==> src/rtl/ols_enc_pkg.sv <==
package ols_enc_pkg;

   // number of check bits for a square of the given side
   function automatic int check_width(input int side);
      return 2 * side;
   endfunction

   // number of data bits for a square of the given side
   function automatic int data_width(input int side);
      return side * side;
   endfunction

   // two-rail indication from the parity checker
   typedef struct packed {
      logic a;
      logic b;
   } rail_pair_t;

endpackage

==> src/rtl/ols_check_gen.sv <==
module ols_check_gen #(
   parameter int SIDE = 4
) (
   input  logic [SIDE*SIDE-1:0] data,
   output logic [2*SIDE-1:0]    chk
);
   localparam int DW = ols_enc_pkg::data_width(SIDE);
   localparam int CW = ols_enc_pkg::check_width(SIDE);

   initial begin
      if (SIDE < 2) $error("ols_check_gen: SIDE must be at least 2");
      if (DW != SIDE*SIDE || CW != 2*SIDE) $error("ols_check_gen: width mismatch");
   end

   // each check bit owns a private XOR tree; no gate is shared between bits
   for (genvar g = 0; g < SIDE; g++) begin : g_row
      logic acc;
      always_comb begin
         acc = 1'b0;
         for (int c = 0; c < SIDE; c++) acc = acc ^ data[SIDE*g + c];
      end
      assign chk[g] = acc;
   end

   for (genvar g = 0; g < SIDE; g++) begin : g_col
      logic acc;
      always_comb begin
         acc = 1'b0;
         for (int r = 0; r < SIDE; r++) acc = acc ^ data[SIDE*r + g];
      end
      assign chk[SIDE + g] = acc;
   end

endmodule

==> src/rtl/ols_rail_checker.sv <==
module ols_rail_checker #(
   parameter int N = 8
) (
   input  logic [N-1:0]              bits,
   output ols_enc_pkg::rail_pair_t   pair
);
   localparam int HALF = N / 2;

   initial begin
      if (N < 2 || (N % 2) != 0) $error("ols_rail_checker: N must be even and >= 2");
   end

   // two disjoint parity trees: low half and high half
   logic lo_par, hi_par;
   always_comb begin
      lo_par = 1'b0;
      for (int i = 0; i < HALF; i++) lo_par = lo_par ^ bits[i];
   end
   always_comb begin
      hi_par = 1'b0;
      for (int i = HALF; i < N; i++) hi_par = hi_par ^ bits[i];
   end

   assign pair.a = lo_par;
   assign pair.b = hi_par;

endmodule

==> src/rtl/ols_out_stage.sv <==
module ols_out_stage #(
   parameter int W            = 26,
   parameter bit REGISTER_OUT = 1'b1
) (
   input  logic         clk,
   input  logic         rst,
   input  logic [W-1:0] d,
   output logic [W-1:0] q
);
   initial begin
      if (W < 1) $error("ols_out_stage: W must be positive");
   end

   if (REGISTER_OUT) begin : g_reg
      logic [W-1:0] q_r;
      always_ff @(posedge clk) begin
         if (rst) q_r <= '0;
         else     q_r <= d;
      end
      assign q = q_r;
   end else begin : g_comb
      logic unused_ok;
      assign unused_ok = clk ^ rst;
      assign q = d;
   end

endmodule

==> src/rtl/ols_sc_encoder.sv <==
module ols_sc_encoder #(
   parameter int SIDE         = 4,
   parameter bit REGISTER_OUT = 1'b1
) (
   input  logic                 clk,
   input  logic                 rst,
   input  logic [SIDE*SIDE-1:0] data_i,
   input  logic [2*SIDE-1:0]    flip_i,
   output logic [SIDE*SIDE-1:0] data_o,
   output logic [2*SIDE-1:0]    check_o,
   output logic                 rail_a_o,
   output logic                 rail_b_o
);
   localparam int DW = ols_enc_pkg::data_width(SIDE);
   localparam int CW = ols_enc_pkg::check_width(SIDE);
   localparam int SW = DW + CW + 2;

   initial begin
      if (SIDE < 2) $error("ols_sc_encoder: SIDE must be at least 2");
   end

   logic [CW-1:0]            chk_clean;
   logic [CW-1:0]            chk_net;
   ols_enc_pkg::rail_pair_t  pair;
   logic [SW-1:0]            stage_d, stage_q;

   ols_check_gen #(.SIDE(SIDE)) u_gen (
      .data (data_i),
      .chk  (chk_clean)
   );

   // injected faults act on the check-bit nets seen by outputs and checker
   assign chk_net = chk_clean ^ flip_i;

   ols_rail_checker #(.N(CW)) u_chk (
      .bits (chk_net),
      .pair (pair)
   );

   assign stage_d = {data_i, chk_net, pair.a, pair.b};

   ols_out_stage #(.W(SW), .REGISTER_OUT(REGISTER_OUT)) u_stage (
      .clk (clk),
      .rst (rst),
      .d   (stage_d),
      .q   (stage_q)
   );

   assign {data_o, check_o, rail_a_o, rail_b_o} = stage_q;

   if (REGISTER_OUT) begin : g_chk_reg
      AST_CLEAN_RAILS_EQUAL: assert property (@(posedge clk) disable iff (rst)
         (flip_i == '0) |=> (rail_a_o == rail_b_o));
      AST_SINGLE_FLIP_SEEN: assert property (@(posedge clk) disable iff (rst)
         $onehot(flip_i) |=> (rail_a_o != rail_b_o));
      AST_EVEN_FLIP_MASKED: assert property (@(posedge clk) disable iff (rst)
         (($countones(flip_i) % 2) == 0) |=> (rail_a_o == rail_b_o));
      AST_DATA_PASS: assert property (@(posedge clk) disable iff (rst)
         1'b1 |=> (data_o == $past(data_i)));
   end

endmodule

==> config.mk <==
export PLATFORM = sky130hd
export DESIGN_NAME = ols_sc_encoder
export DESIGN_NICKNAME = d
export VERILOG_FILES = /design/src/rtl/ols_enc_pkg.sv /design/src/rtl/ols_check_gen.sv /design/src/rtl/ols_rail_checker.sv /design/src/rtl/ols_out_stage.sv /design/src/rtl/ols_sc_encoder.sv
export SDC_FILE = /design/constraint.sdc
export NUM_CORES = 1
export LEC_CHECK = 0
export BUFFER_PORTS_ARGS = -buffer_cell sky130_fd_sc_hd__buf_2
export CAP_MARGIN = 30
export CELL_PAD_IN_SITES_DETAIL_PLACEMENT = 1
export CELL_PAD_IN_SITES_GLOBAL_PLACEMENT = 2
export CORE_MARGIN = 5
export CORE_UTILIZATION = 24
export CTS_CLUSTER_SIZE = 24
export DETAILED_ROUTE_END_ITERATION = 16
export PLACE_DENSITY_LB_ADDON = 0.1
export SYNTH_ARGS = -nofsm -noshare
export SYNTH_HDL_FRONTEND = slang
export SYNTH_SLANG_ARGS = --single-unit
==> constraint.sdc <==
create_clock -name clk -period 1.1 [get_ports clk]
set_input_delay 0.055 -clock clk [delete_from_list [all_inputs] [get_ports clk]]
set_output_delay 0.055 -clock clk [all_outputs]
set_load 0.03 [all_outputs]
# After elaboration in Yosys (flattened, before gate mapping)
# Index checks and enable logic that the tools add are counted.
# Widths: inputs -> output; s select.
totals:
  word_cells: 32
  regBits: 26
  in_bits: 26
  out_inout_bits: 26
op_classes:
  bitwise: 31
op_table:
  columns: ["cell", "n"]
  rows:
  - ["$xor 1x1->1", 30]
  - ["$xor 8x8->8", 1]

# Logic depth before layout (Yosys ltp)
depth:
  depth_word: 7
  ltp_mapped: 5
  ltp_nobuf: 5

# Modules after synthesis
# A second synthesis with hierarchy kept.
unflattened:
  cells_unflattened: 102
  area_unflattened_um2: 1108.6
modules_own_cells:
  columns: ["mod", "area_per_inst_um2", "n_inst", "seq_area_each_um2", "cells_per_inst"]
  rows:
  - ["ols_out_stage", 700.7, 1, 520.5, 54]
  - ["ols_check_gen", 270.3, 1, 0.0, 32]
  - ["ols_sc_encoder", 70.1, 1, 0.0, 8]
  - ["ols_rail_checker", 67.6, 1, 0.0, 8]

# Least setup slack after synthesis
# No wires, ideal clock.
synth_path:
  kind: "input to register"
  start: "input data_i[13]"
  end: "register u_stage.g_reg.q_r[1] (netlist: u_stage.q[1])"
  n_path_buf: 0
  setup_ns: 0.128
  path_slack_ns: 0.007
  t_arrival_ns: 0.965
  path_stages: 5
  t_required_ns: 0.972
  path_cell_list: "xnor3_2 -> xnor2_2 -> xnor2_1 -> xnor2_1 -> nor2_1"
synth_between:
  elab_chain_len: 5
synth_rtl:
  columns: ["item", "line", "source"]
  rows:
  - ["start: declaration", "ols_sc_encoder.sv:7", "input logic [SIDE*SIDE-1:0] data_i,"]
  - ["$xor 1x1->1 (3 in a row)", "ols_check_gen.sv:20", "for (int c = 0; c < SIDE; c++) acc = acc ^ data[SIDE*g + c];"]
  - ["$xor 8x8->8", "ols_sc_encoder.sv:33", "assign chk_net = chk_clean ^ flip_i;"]
  - ["$xor 1x1->1", "ols_rail_checker.sv:17", "for (int i = 0; i < HALF; i++) lo_par = lo_par ^ bits[i];"]
  - ["end signal: assignment", "ols_out_stage.sv:17", "if (rst) q_r <= '0;"]
  - ["end signal: assignment", "ols_out_stage.sv:18", "else q_r <= d;"]
  - ["end: declaration", "ols_out_stage.sv:15", "logic [W-1:0] q_r;"]
# Every way passes these cells.
# A chain may end at the register's enable or synchronous reset.

# Final worst setup path
layout_path:
  start: "input data_i[15]"
  end: "register u_stage.g_reg.q_r[0] (netlist: u_stage.q[0])"
layout_between:
  elab_chain_len: 3
layout_rtl:
  columns: ["item", "line", "source"]
  rows:
  - ["$xor 1x1->1", "ols_check_gen.sv:29", "for (int r = 0; r < SIDE; r++) acc = acc ^ data[SIDE*r + g];"]
  - ["$xor 8x8->8", "ols_sc_encoder.sv:33", null]
  - ["$xor 1x1->1", "ols_rail_checker.sv:21", "for (int i = HALF; i < N; i++) hi_par = hi_par ^ bits[i];"]
# Every way passes these cells.

==> summary.md <==
| Metric | Value |
|---|---|
| Run status | `completed` |
| Area share of the largest cell type after synthesis | `0.490` |
| Commonest cells after routing, fill and taps aside | `51 x sky130_fd_sc_hd__buf_2, 26 x sky130_fd_sc_hd__dfxtp_1, 16 x sky130_fd_sc_hd__nor2b_1, 14 x sky130_fd_sc_hd__xnor2_1, 13 x sky130_fd_sc_hd__buf_4` |
| Global placement routability congestion | `0.670` |
| Total via count in the routed design | `785` |
| Largest family of logic cells by synthesized area | `XOR/XNOR gates` |
| Internal power | `1.79 mW` |
| Worst EP required | `1240 ps` |
| Total number of nets in the final design | `177` |
| Synthesized-area fraction occupied by xor and xnor cells | `0.373` |
| Initial DRT Pass Iterations | `2` |
| Power density over cell area | `1700 nW/um^2` |
| Root Buffer | `sky130_fd_sc_hd__clkbuf_8` |
| Most common cell after layout, fill and taps aside | `sky130_fd_sc_hd__buf_2` |
| Number of buffers created by CTS | `3` |
| Count of mapped cells out of synthesis | `84` |
| Final setup fails | `0` |
| Global route overflow | `0` |
| Share of the clock period used by the worst path | `0.959` |
| Leakage Power | `0.793 nW` |
| Buffers from clock root to sink, at most | `2` |
| Number of H-tree levels | `1` |
| I/O pin count | `52` |
| Total track usage | `0.0884` |
| Worst setup SP type | `input pin` |
| #FFs+latches synth | `26` |
| Reported net switching power | `0.856 mW` |
| Synthesis-to-layout area growth | `46.1%` |
| Worst Hold Depth | `2` |
| Detailed-route vias per instance | `3.91` |
| Placement Cell Area | `1470 um^2` |
| Post-Synthesis Mean Instance Area | `12.6 um^2` |
| RSZ-0062 raised after global routing | `no` |
| Final hold slack | `42.7 ps` |
| Filler Cell Count | `514` |
| Detailed placement HPWL | `2150 um` |
| Post-CTS Setup Bufs | `0` |
| Switching Fraction | `0.324` |
| Net count after synthesis | `110` |
| Power after layout | `2.65 mW` |
| Comb power frac | `0.390` |
| Remaining number of nets flagged by the antenna check after routing | `0` |
| Share of synthesized cell area in and, or, nand and nor gates | `0.130` |
| Adder-cell share of the synthesized area | `0` |
| Maximum ir drop on the vdd rail | `572 uV` |
| Min-delay src | `data_i[2]` |
| Final Max Slew Viols | `0` |
| Die Ht | `76.5 um` |
| Pin count of the biggest net entering global routing | `27` |
| Worst Max-Slew Pin Slew | `458 ps` |
| Initial detailed-routing violation count | `14` |
| Maximum fanout along the worst path | `3` |
| Max FFs per register | `26` |
| Max-capacitance violation count | `0` |
| Drt wl/cell | `12.9 um` |
| Row Count | `24` |
| CTS tree | `built` |
| Placeable core region | `4320 um^2` |
| Finished Cell Area | `1550 um^2` |
| Clock share of power | `0.202` |
| Share of post-route cells with drive strength above 1 | `0.510` |
| Endpoint of the worst hold path | `u_stage.q[12]$_SDFF_PP0_` |
| Number of global-route vias before repair | `906` |
| Starting Density | `0.246` |
| Post-synthesis instance area | `1060 um^2` |
| Sequential element share of the synthesized area | `0.490` |
| Critical path arrival | `1200 ps` |
| Clock-pin transition on the worst setup and hold timing paths | `90 ps` |
| Maximum clock rate | `0.948 GHz` |
| Sequential standard cell area | `520 um^2` |
| Clock period minus worst slack | `1060 ps` |
| Footprint of the multi-input gates | `572 um^2` |
| Cell taking the most area after synthesis | `sky130_fd_sc_hd__dfxtp_1` |
| Worst min-delay path category | `input pin to register` |
| Complex-gate fraction of the synthesized area | `0` |
| Final number of hold-violating endpoints | `0` |
| Endpoint kind of the worst setup timing path | `register` |
| Drc violations | `0` |
| Aggregate routed wire length | `2600 um` |
| Total of buffers placed on input and output ports | `51` |
| Top cells by area, synth | `sky130_fd_sc_hd__dfxtp_1 49%, sky130_fd_sc_hd__xnor2_1 16%, sky130_fd_sc_hd__xnor3_1 15%` |
| Share of cell area taken by muxes after synthesis | `0` |
| Die outline width | `76.5 um` |
| Global-route wire length before repair | `4130 um` |
| Die area | `5860 um^2` |
| Antenna Cells | `0` |
| Netlist cell types | `8` |
| Number of sinks on the clock net | `26` |
| Type of the setup path with the least slack | `input pin to register` |
| Yosys Warn Count | `0` |
| Antenna violations before repair | `0` |
| Register share of total power | `0.408` |
| Worst max-slew margin expressed relative to the limit | `0.695` |
[logic make-up after synthesis]
| logic type | count (synthesis) |
|---|---|
| XOR/XNOR | 30 |
| flip-flops | 26 |
| AND/OR/NAND/NOR | 26 |
| buffers and inverters | 2 |
[Yosys cell counts, drive strengths merged]
cell type / number
clkbuf: 2
dfxtp: 26
nor2: 10
nor2b: 16
xnor2: 22
xnor3: 8
[worst max path at each step]
stage / startpoint / end / slack, ps / cells past startpoint
global placement: data_i[4] / u_stage.q[0]$_SDFF_PP0_ / -250 / 6
floorplan: data_i[13] / u_stage.q[1]$_SDFF_PP0_ / 7 / 5
CTS: data_i[4] / u_stage.q[0]$_SDFF_PP0_ / 20 / 6
global route: data_i[1] / u_stage.q[1]$_SDFF_PP0_ / 3 / 6
finish: data_i[15] / u_stage.q[0]$_SDFF_PP0_ / 40 / 6
detailed placement: data_i[4] / u_stage.q[0]$_SDFF_PP0_ / -270 / 6
[layout make-up]
type                       count  share of cell area
multi-input combinational     56               0.369
sequential                    26               0.335
clock buffer                   3              0.0266
tap                           52              0.0419
timing repair buffer          64               0.227
[critical path: stages]
cell and delay (ps):
sky130_fd_sc_hd__buf_2 110, sky130_fd_sc_hd__xnor3_1 390, sky130_fd_sc_hd__xnor2_1 300, sky130_fd_sc_hd__xnor2_2 160, sky130_fd_sc_hd__xnor2_1 130, sky130_fd_sc_hd__nor2_1 50
[per-layer routing]
metal	track usage	wire length, um	vias up
li1	-	-	390
met2	0.163	1370	26
met3	0.0296	170	2
met4	0.0262	15	0
met1	0.0945	1040	367
met5	0	0	-
[power by group through the flow]
stage / clock (mW) / combinational [mW] / sequential [mW]
after floorplan: 0 / 0.421 / 1.32
after global placement: 0 / 0.977 / 1.10
after detailed placement: 0 / 0.993 / 1.10
after CTS: 0.571 / 0.997 / 1.08
after global routing: 0.604 / 1.10 / 1.09
final: 0.535 / 1.03 / 1.08
[timing repair]
item	4_1_cts	5_1_grt
resized for setup	0	5
hold buffers	0	0
endpoints found under the setup margin	0	1
hold endpoints to repair	0	0
[metrics by stage]
stage | instances | setup TNS (ps) | setup WS [ps] | utilization
after floorplan | 84 | 0 | 7.10 | -
after global placement | 198 | -657 | -252 | 0.341
after detailed placement | 198 | -707 | -266 | 0.341
after CTS | 201 | 0 | 19.5 | 0.350
after global routing | 201 | 0 | 3.22 | 0.359
final | 201 | 0 | 44.8 | 0.359
Power figures use the tool's default switching activity.
